--- src/rtl/irq_req_latch_pkg.sv ---
// Package: shared constants for the interrupt request latch.
// Assumes the bank width is a small power-of-two-free count (any >= 1).
package irq_req_latch_pkg;
    // Default number of request lines per bank.
    localparam int unsigned DEF_LINES = 8;
    // Default writable mask of the trigger-select register.
    localparam logic [DEF_LINES-1:0] DEF_WR_MASK = 8'hF8;
endpackage

--- src/rtl/irq_trig_reg.sv ---
// Module: trigger-select register with a fixed writable mask.
// Assumes writes are single-cycle strobes; bits outside WR_MASK stay zero.
module irq_trig_reg #(
    parameter int unsigned NUM_LINES = 8,
    parameter logic [NUM_LINES-1:0] WR_MASK = '1
) (
    input  logic                 clk,
    input  logic                 rst_n,
    input  logic                 wr,
    input  logic [NUM_LINES-1:0] wdata,
    output logic [NUM_LINES-1:0] sel
);

    logic [NUM_LINES-1:0] sel_q;

    // Hold the masked trigger-select value; cleared by reset.
    always_ff @(posedge clk) begin
        if (!rst_n) begin
            sel_q <= '0;
        end else if (wr) begin
            sel_q <= wdata & WR_MASK;
        end
    end

    assign sel = sel_q;


    outside_mask_zero_chk: assert property (@(posedge clk) disable iff (!rst_n)
        (sel_q & ~WR_MASK) == '0);


    sel_hold_chk: assert property (@(posedge clk) disable iff (!rst_n)
        !wr |=> $stable(sel_q));

endmodule

--- src/rtl/irq_line_cell.sv ---
// Module: one request line: previous-level memory, pending bit and
// newly-latched flag. Assumes level_mode, ack and reinit are sampled at the
// same edge as req; all outputs are registered.
module irq_line_cell (
    input  logic clk,
    input  logic rst_n,
    input  logic level_mode,
    input  logic req,
    input  logic ack,
    input  logic reinit,
    input  logic masked,
    output logic pend,
    output logic fresh
);

    logic prev_q;
    logic pend_q;
    logic fresh_q;
    logic rise;
    logic pend_nxt;
    logic prev_nxt;

    // Rising transition seen against the previous sampled level.
    assign rise = req & ~prev_q;

    // Next pending value and previous-level memory from mode and strobes.
    always_comb begin
        if (reinit) begin
            pend_nxt = level_mode & pend_q;
            prev_nxt = 1'b0;
        end else if (level_mode) begin
            pend_nxt = req;
            prev_nxt = req;
        end else begin
            pend_nxt = rise | (pend_q & ~ack);
            prev_nxt = req;
        end
    end

    // Register the line state and the newly-latched flag.
    always_ff @(posedge clk) begin
        if (!rst_n) begin
            prev_q  <= 1'b0;
            pend_q  <= 1'b0;
            fresh_q <= 1'b0;
        end else begin
            prev_q  <= prev_nxt;
            pend_q  <= pend_nxt;
            fresh_q <= pend_nxt & ~pend_q & ~masked;
        end
    end

    assign pend  = pend_q;
    assign fresh = fresh_q;


    level_follow_chk: assert property (@(posedge clk) disable iff (!rst_n)
        (level_mode && !reinit) |=> (pend_q == $past(req)));


    edge_hold_chk: assert property (@(posedge clk) disable iff (!rst_n)
        (!level_mode && !reinit && !ack && pend_q) |=> pend_q);


    level_ack_ignored_chk: assert property (@(posedge clk) disable iff (!rst_n)
        (level_mode && !reinit && ack && req) |=> pend_q);


    reinit_clear_chk: assert property (@(posedge clk) disable iff (!rst_n)
        (reinit && !level_mode) |=> (!pend_q && !prev_q));


    fresh_implies_pend_chk: assert property (@(posedge clk) disable iff (!rst_n)
        fresh_q |-> pend_q);


    masked_no_fresh_chk: assert property (@(posedge clk) disable iff (!rst_n)
        masked |=> !fresh_q);

endmodule

--- src/rtl/irq_req_latch.sv ---
// Module: bank of request lines with a masked trigger-select register.
// Assumes synchronous inputs; priority and in-service logic live elsewhere.
module irq_req_latch
    import irq_req_latch_pkg::*;
#(
    parameter int unsigned NUM_LINES = DEF_LINES,
    parameter logic [NUM_LINES-1:0] WR_MASK = DEF_WR_MASK
) (
    input  logic                 clk,
    input  logic                 rst_n,
    input  logic [NUM_LINES-1:0] req,
    input  logic                 trig_wr,
    input  logic [NUM_LINES-1:0] trig_wdata,
    input  logic [NUM_LINES-1:0] ack,
    input  logic                 reinit,
    input  logic [NUM_LINES-1:0] line_mask,
    output logic [NUM_LINES-1:0] pend,
    output logic [NUM_LINES-1:0] fresh,
    output logic [NUM_LINES-1:0] trig_sel
);

    logic [NUM_LINES-1:0] sel_w;

    // Trigger-select register instance.
    irq_trig_reg #(
        .NUM_LINES (NUM_LINES),
        .WR_MASK   (WR_MASK)
    ) u_trig (
        .clk   (clk),
        .rst_n (rst_n),
        .wr    (trig_wr),
        .wdata (trig_wdata),
        .sel   (sel_w)
    );

    // One capture cell per request line.
    for (genvar i = 0; i < NUM_LINES; i++) begin : g_line
        irq_line_cell u_cell (
            .clk        (clk),
            .rst_n      (rst_n),
            .level_mode (sel_w[i]),
            .req        (req[i]),
            .ack        (ack[i]),
            .reinit     (reinit),
            .masked     (line_mask[i]),
            .pend       (pend[i]),
            .fresh      (fresh[i])
        );
    end

    assign trig_sel = sel_w;


    reset_state_chk: assert property (@(posedge clk)
        !rst_n |=> (pend == '0 && fresh == '0 && trig_sel == '0));


    edge_ack_clear_chk: assert property (@(posedge clk) disable iff (!rst_n)
        (!reinit && (ack & ~sel_w & ~req) != '0) |=> ((pend & $past(ack & ~sel_w & ~req)) == '0));

endmodule

--- config.mk ---
export PLATFORM = sky130hd
export DESIGN_NAME = irq_req_latch
export DESIGN_NICKNAME = d
export VERILOG_FILES = /design/src/rtl/irq_req_latch_pkg.sv /design/src/rtl/irq_trig_reg.sv /design/src/rtl/irq_line_cell.sv /design/src/rtl/irq_req_latch.sv
export SDC_FILE = /design/constraint.sdc
export NUM_CORES = 1
export LEC_CHECK = 0
export ABC_AREA = 1
export BUFFER_PORTS_ARGS = -buffer_cell sky130_fd_sc_hd__buf_2
export CAP_MARGIN = 30
export CORE_ASPECT_RATIO = 0.8
export CORE_UTILIZATION = 30
export CTS_CLUSTER_DIAMETER = 100
export DETAILED_ROUTE_END_ITERATION = 12
export PLACE_DENSITY = 0.54
export SETUP_SLACK_MARGIN = 0.15
export SLEW_MARGIN = 25
export SYNTH_ARGS = -nofsm -noshare
export SYNTH_HDL_FRONTEND = slang
export SYNTH_SLANG_ARGS = --single-unit
--- constraint.sdc ---
create_clock -name clk -period 1.3 [get_ports clk]
set_clock_uncertainty 0.2 [all_clocks]
set_input_delay 0.065 -clock clk [delete_from_list [all_inputs] [get_ports clk]]
set_output_delay 0.065 -clock clk [all_outputs]
set_load 0.01 [all_outputs]
# Yosys cells after proc, flatten, opt, wreduce, memory -nomap -nowiden
# Index checks and enable logic that the tools add are counted.
word_totals:
  latchBits: 0
  output_inout_bits: 24
  ff_bits: 29
  rom_bits: 0
  wordCells: 117
  memories: 0
  mem_bits_rw: 0
op_classes:
  n_eq_ne: 0
  magnitude_cmp: 0
  muxes: 13
  multipliers: 0
  shifts: 0
  bitwise_logic: 78
  addsub: 0
  div_mod_pow: 0
  n_reduce_logical: 1
op_table:
  columns: ["operator", "n"]
  rows:
  - ["bitwise AND 1 bit", 37]
  - ["inverter 1 bit", 33]
  - ["2-to-1 mux 1 bit", 13]
  - ["bitwise OR 1 bit", 8]
  - ["OR reduction 2 bit", 1]

# Logic depth before layout (Yosys ltp)
depth:
  depth_word: 7
  mapped_depth: 6

# Cells and area by module
# A second synthesis with hierarchy kept.
hier_totals:
  hier_cells: 179
  hier_area_um2: 1252.5
by_module_without_submodules:
  columns: ["mod", "instances", "cells_each", "seq_area_each_um2", "area_per_inst_um2"]
  rows:
  - ["irq_line_cell", 8, 18, 60.1, 127.6]
  - ["irq_trig_reg", 1, 35, 100.1, 231.5]

# Worst setup path after synthesis
# OpenSTA, ideal clock, no wires.
synth_path:
  kind: "register to register"
  from: "register g_line[3].u_cell.pend_q"
  to: "register g_line[3].u_cell.fresh_q"
  setup_time_ps: 64
  setup_slack_ps: 369
  arrival_time_ps: 667
  synth_period_minus_slack_ps: 931
  stages_incl_launch_ff: 3
  path_buffers: 0
  required_ps: 1036
  cell_sequence: "dfxtp_1 or2_2 nor2_1"
synth_via:
  elab_chain_len: 6
synth_rtl:
  columns: ["item", "line_no", "text"]
  rows:
  - ["from (decl)", "irq_line_cell.sv:17", "logic pend_q;"]
  - ["from (signal assigned)", "irq_line_cell.sv:48", "pend_q <= pend_nxt;"]
  - ["bitwise AND 1 bit", "irq_line_cell.sv:35", "pend_nxt = rise | (pend_q & ~ack);"]
  - ["bitwise OR 1 bit", "irq_line_cell.sv:35", null]
  - ["2-to-1 mux 1 bit", "irq_line_cell.sv:31", "end else if (level_mode) begin"]
  - ["2-to-1 mux 1 bit", "irq_line_cell.sv:28", "if (reinit) begin"]
  - ["bitwise AND 1 bit * (2 in a row)", "irq_line_cell.sv:49", "fresh_q <= pend_nxt & ~pend_q & ~masked;"]
  - ["to (signal assigned)", "irq_line_cell.sv:49", null]
  - ["to (decl)", "irq_line_cell.sv:18", "logic fresh_q;"]
# Mark *: on every way between the ends. The rest lies on a longest branch, timed or not.
# A chain may end at the register's enable or synchronous reset.

# Worst setup path after layout
layout_path:
  from: "input line_mask[5]"
  to: "register g_line[5].u_cell.fresh_q"
layout_via:
  elab_chain_len: 2
layout_rtl:
  columns: ["item", "line_no", "text"]
  rows:
  - ["from (decl)", "irq_req_latch.sv:16", "input logic [NUM_LINES-1:0] line_mask,"]
  - ["inverter 1 bit", "irq_line_cell.sv:49", null]
  - ["bitwise AND 1 bit", "irq_line_cell.sv:49", null]
  - ["to (signal assigned)", "irq_line_cell.sv:49", null]
  - ["to (decl)", "irq_line_cell.sv:18", null]
# No other way between the ends.

==> impl_metrics.toml <==
[yosys]
synth-seq-area-share_pct = 45.8
synth_cells = 159
syn-cell-area_sq_mm = 0.00127
yosysUniqueCellTypes = 17
synth_seq_cells = 29
yosysWarnings = 0
syn-mean-instance-area_sq_um = 7.98

[worst_hold_path]
worstHoldPathType = "input pin to register"

[setup_path]
worst_setup_path_start_kind = "input pin"
cp_data_arrival_time_ps = 1090
cp-end-kind = "register"
worstSetupPathType = "input pin to register"
crit_fanout = 1
cp.required_ps = 1310

[flow_run]
cap_viol_max_count = 0

[sta]
max_freq_mhz = 921
drv_slew = 0
setup_viol = 0
setup_ws_ps = 214
grt_setup_unrepaired = "false"
finalSetupTns_ps = 0
min_period_ps = 1090
hold_violations = 6
whs_ps = -65.5
period_share_pct = 83.6

[power]
p_per_area_mw_per_mm2 = 1090
ir_worst_vdd_mv = 0.369
pwr-share-seq_pct = 48.4
internal-power_mw = 1.51
leakagePower_nw = 0.934
power_switching_uw = 467
comb_power_share_pct = 14.9
clock_power_share_pct = 36.7
switching_share_pct = 23.6

[clock_network]
cts_hold_buf = 29
clock_path_buffers = 2
cts_tree = "done"
insertion_delay_ps = 270
cts_setup_buffers = 0
root_buffer = "clkbuf_8"
cts.sinks = 29
h-tree-depth = 2
cts.reportedPaths.clkPinSlew_ps = 60
cts_buffers = 5

[routing]
dr.first_iter.drc_count = 30
ant_nets = 0
drt_wl_total_um = 2710
first_pass_iters = 4
drcViolationCount = 0
num_vias = 1107
wl_per_cell_um = 9.65
viasPerCell = 3.94

[global_routing]
grt.total_usage_pct = 13.4
grt-ovfl-total = 0
grt_pass1_vias = 1002
grt_start_max_net_pins = 11
grt_pass1_wl_um = 4310
antenna_found_initial = 0

[placement]
dp_hpwl_um = 1770
dp_slack_ps = 247
portBuffers = 53
place.gp.congestion = 0.693
place_area_sq_mm = 0.00144

[floorplan]
placementRows = 20
pin_count = 60
start_util_pct = 32.3
core_sq_mm = 0.00393
die_y_um = 60.2
dieArea_sq_mm = 0.00449
die_width_um = 74.7

[final_layout]
synthToLayoutAreaGrowth_pct = 43.0
antenna_cells = 0
drive_above_1_share_pct = 35.0
final_nets = 262
final_cell_area_sq_mm = 0.00181

[outcome]
violations = "hold timing"
outcome = "complete, but fails checks"
-- power by group through the flow --
stage               logic (mW)  clock network (mW)  registers, mW
detailed placement       0.226                   0          0.977
finish                   0.294               0.724          0.957
global placement         0.227                   0          0.977
floorplan                0.171                   0          0.972
CTS                      0.295               0.759          0.957
global route             0.334               0.788          0.962
-- placed cells by master (no fill, tap or decap) --
cell	n
a21oi_1	10
buf_2	53
buf_4	1
clkbuf_1	1
clkbuf_8	6
clkinv_1	1
conb_1	3
dfxtp_1	29
dlygate4sd3_1	28
inv_1	29
inv_2	1
nand2_1	18
nand2_2	5
nand2_4	1
nand3_1	10
nand3_2	1
nor2_1	10
nor2_4	3
nor3_2	3
o21ai_0	6
o31ai_1	2
or2_2	5
-- per-stage QoR --
step           instances  utilization (%)  total power [mW]
6_report             281             46.2              1.98
5_1_grt              281             46.2              2.08
4_1_cts              282             46.2              2.01
3_5_place_dp         246             36.6              1.20
3_3_place_gp         246             36.6              1.20
2_1_floorplan        161                -              1.14
-- critical path, cell delays in order --
cell and delay [ps]:
dlygate4sd3_1 550, buf_2 120, or2_2 260, nor2_1 100
-- final timing paths --
path / from / to / slack, ps / depth (start not counted)
setup / recovery: line_mask[5] / g_line[5].u_cell.fresh$_SDFF_PN0_ / 210 / 4
hold / removal: rst_n / u_trig.sel[7]$_SDFFE_PN0P_ / -70 / 3
setup reg to reg: u_trig.sel[5]$_SDFFE_PN0P_ / g_line[5].u_cell.fresh$_SDFF_PN0_ / 290 / 6
hold reg to reg: g_line[2].u_cell.pend$_SDFF_PN0_ / g_line[2].u_cell.fresh$_SDFF_PN0_ / 260 / 1
-- synthesized netlist by cell type, drive strengths merged --
master	number	area share, %
a21oi	10	3.9
clkinv	1	0.30
nor2	13	5.6
or2	5	2.5
buf	24	14
nor3	3	2.4
inv	30	8.9
o21ai	6	2.4
o31ai	2	1.2
dfxtp	29	46
conb	1	0.30
nand3	11	4.3
nand2	24	8.3
-- layer usage --
metal	GRT usage, %	vias to the layer above	share of wire, %
met5	0	-	0
met4	6.47	0	1.7
met3	4.89	6	6.7
met2	21.9	44	45
met1	15.6	471	46
li1	-	586	-
-- final cells by class --
cell class              instances  area (sq um)
fillers                       413          2110
flip-flops and latches         29           581
repair buffers                 82           553
multi-input cells              77           409
inverters                      31           116
clock buffers                   7          86.3
well taps                      55          68.8
-- timing repair --
| item | CTS | global route |
|---|---|---|
| resized for setup | 0 | 3 |
| endpoints found under the hold margin | 29 | 6 |
| setup endpoints to repair | 0 | 8 |
-- logic make-up after synthesis --
kind of cell	synth area share (%)
buffers and inverters	23.4
flip-flops	45.8
AO/OA/AOI/OAI	7.49
other	0.296
AND/OR/NAND/NOR	23.1
-- state kept, by name, indices dropped and copies added (netlist names) --
register              flops
g_line.u_cell.fresh       8
u_trig.sel                5
g_line.u_cell.pend        8
g_line.u_cell.prev_q      8
(Power assumes the default switching activity.)
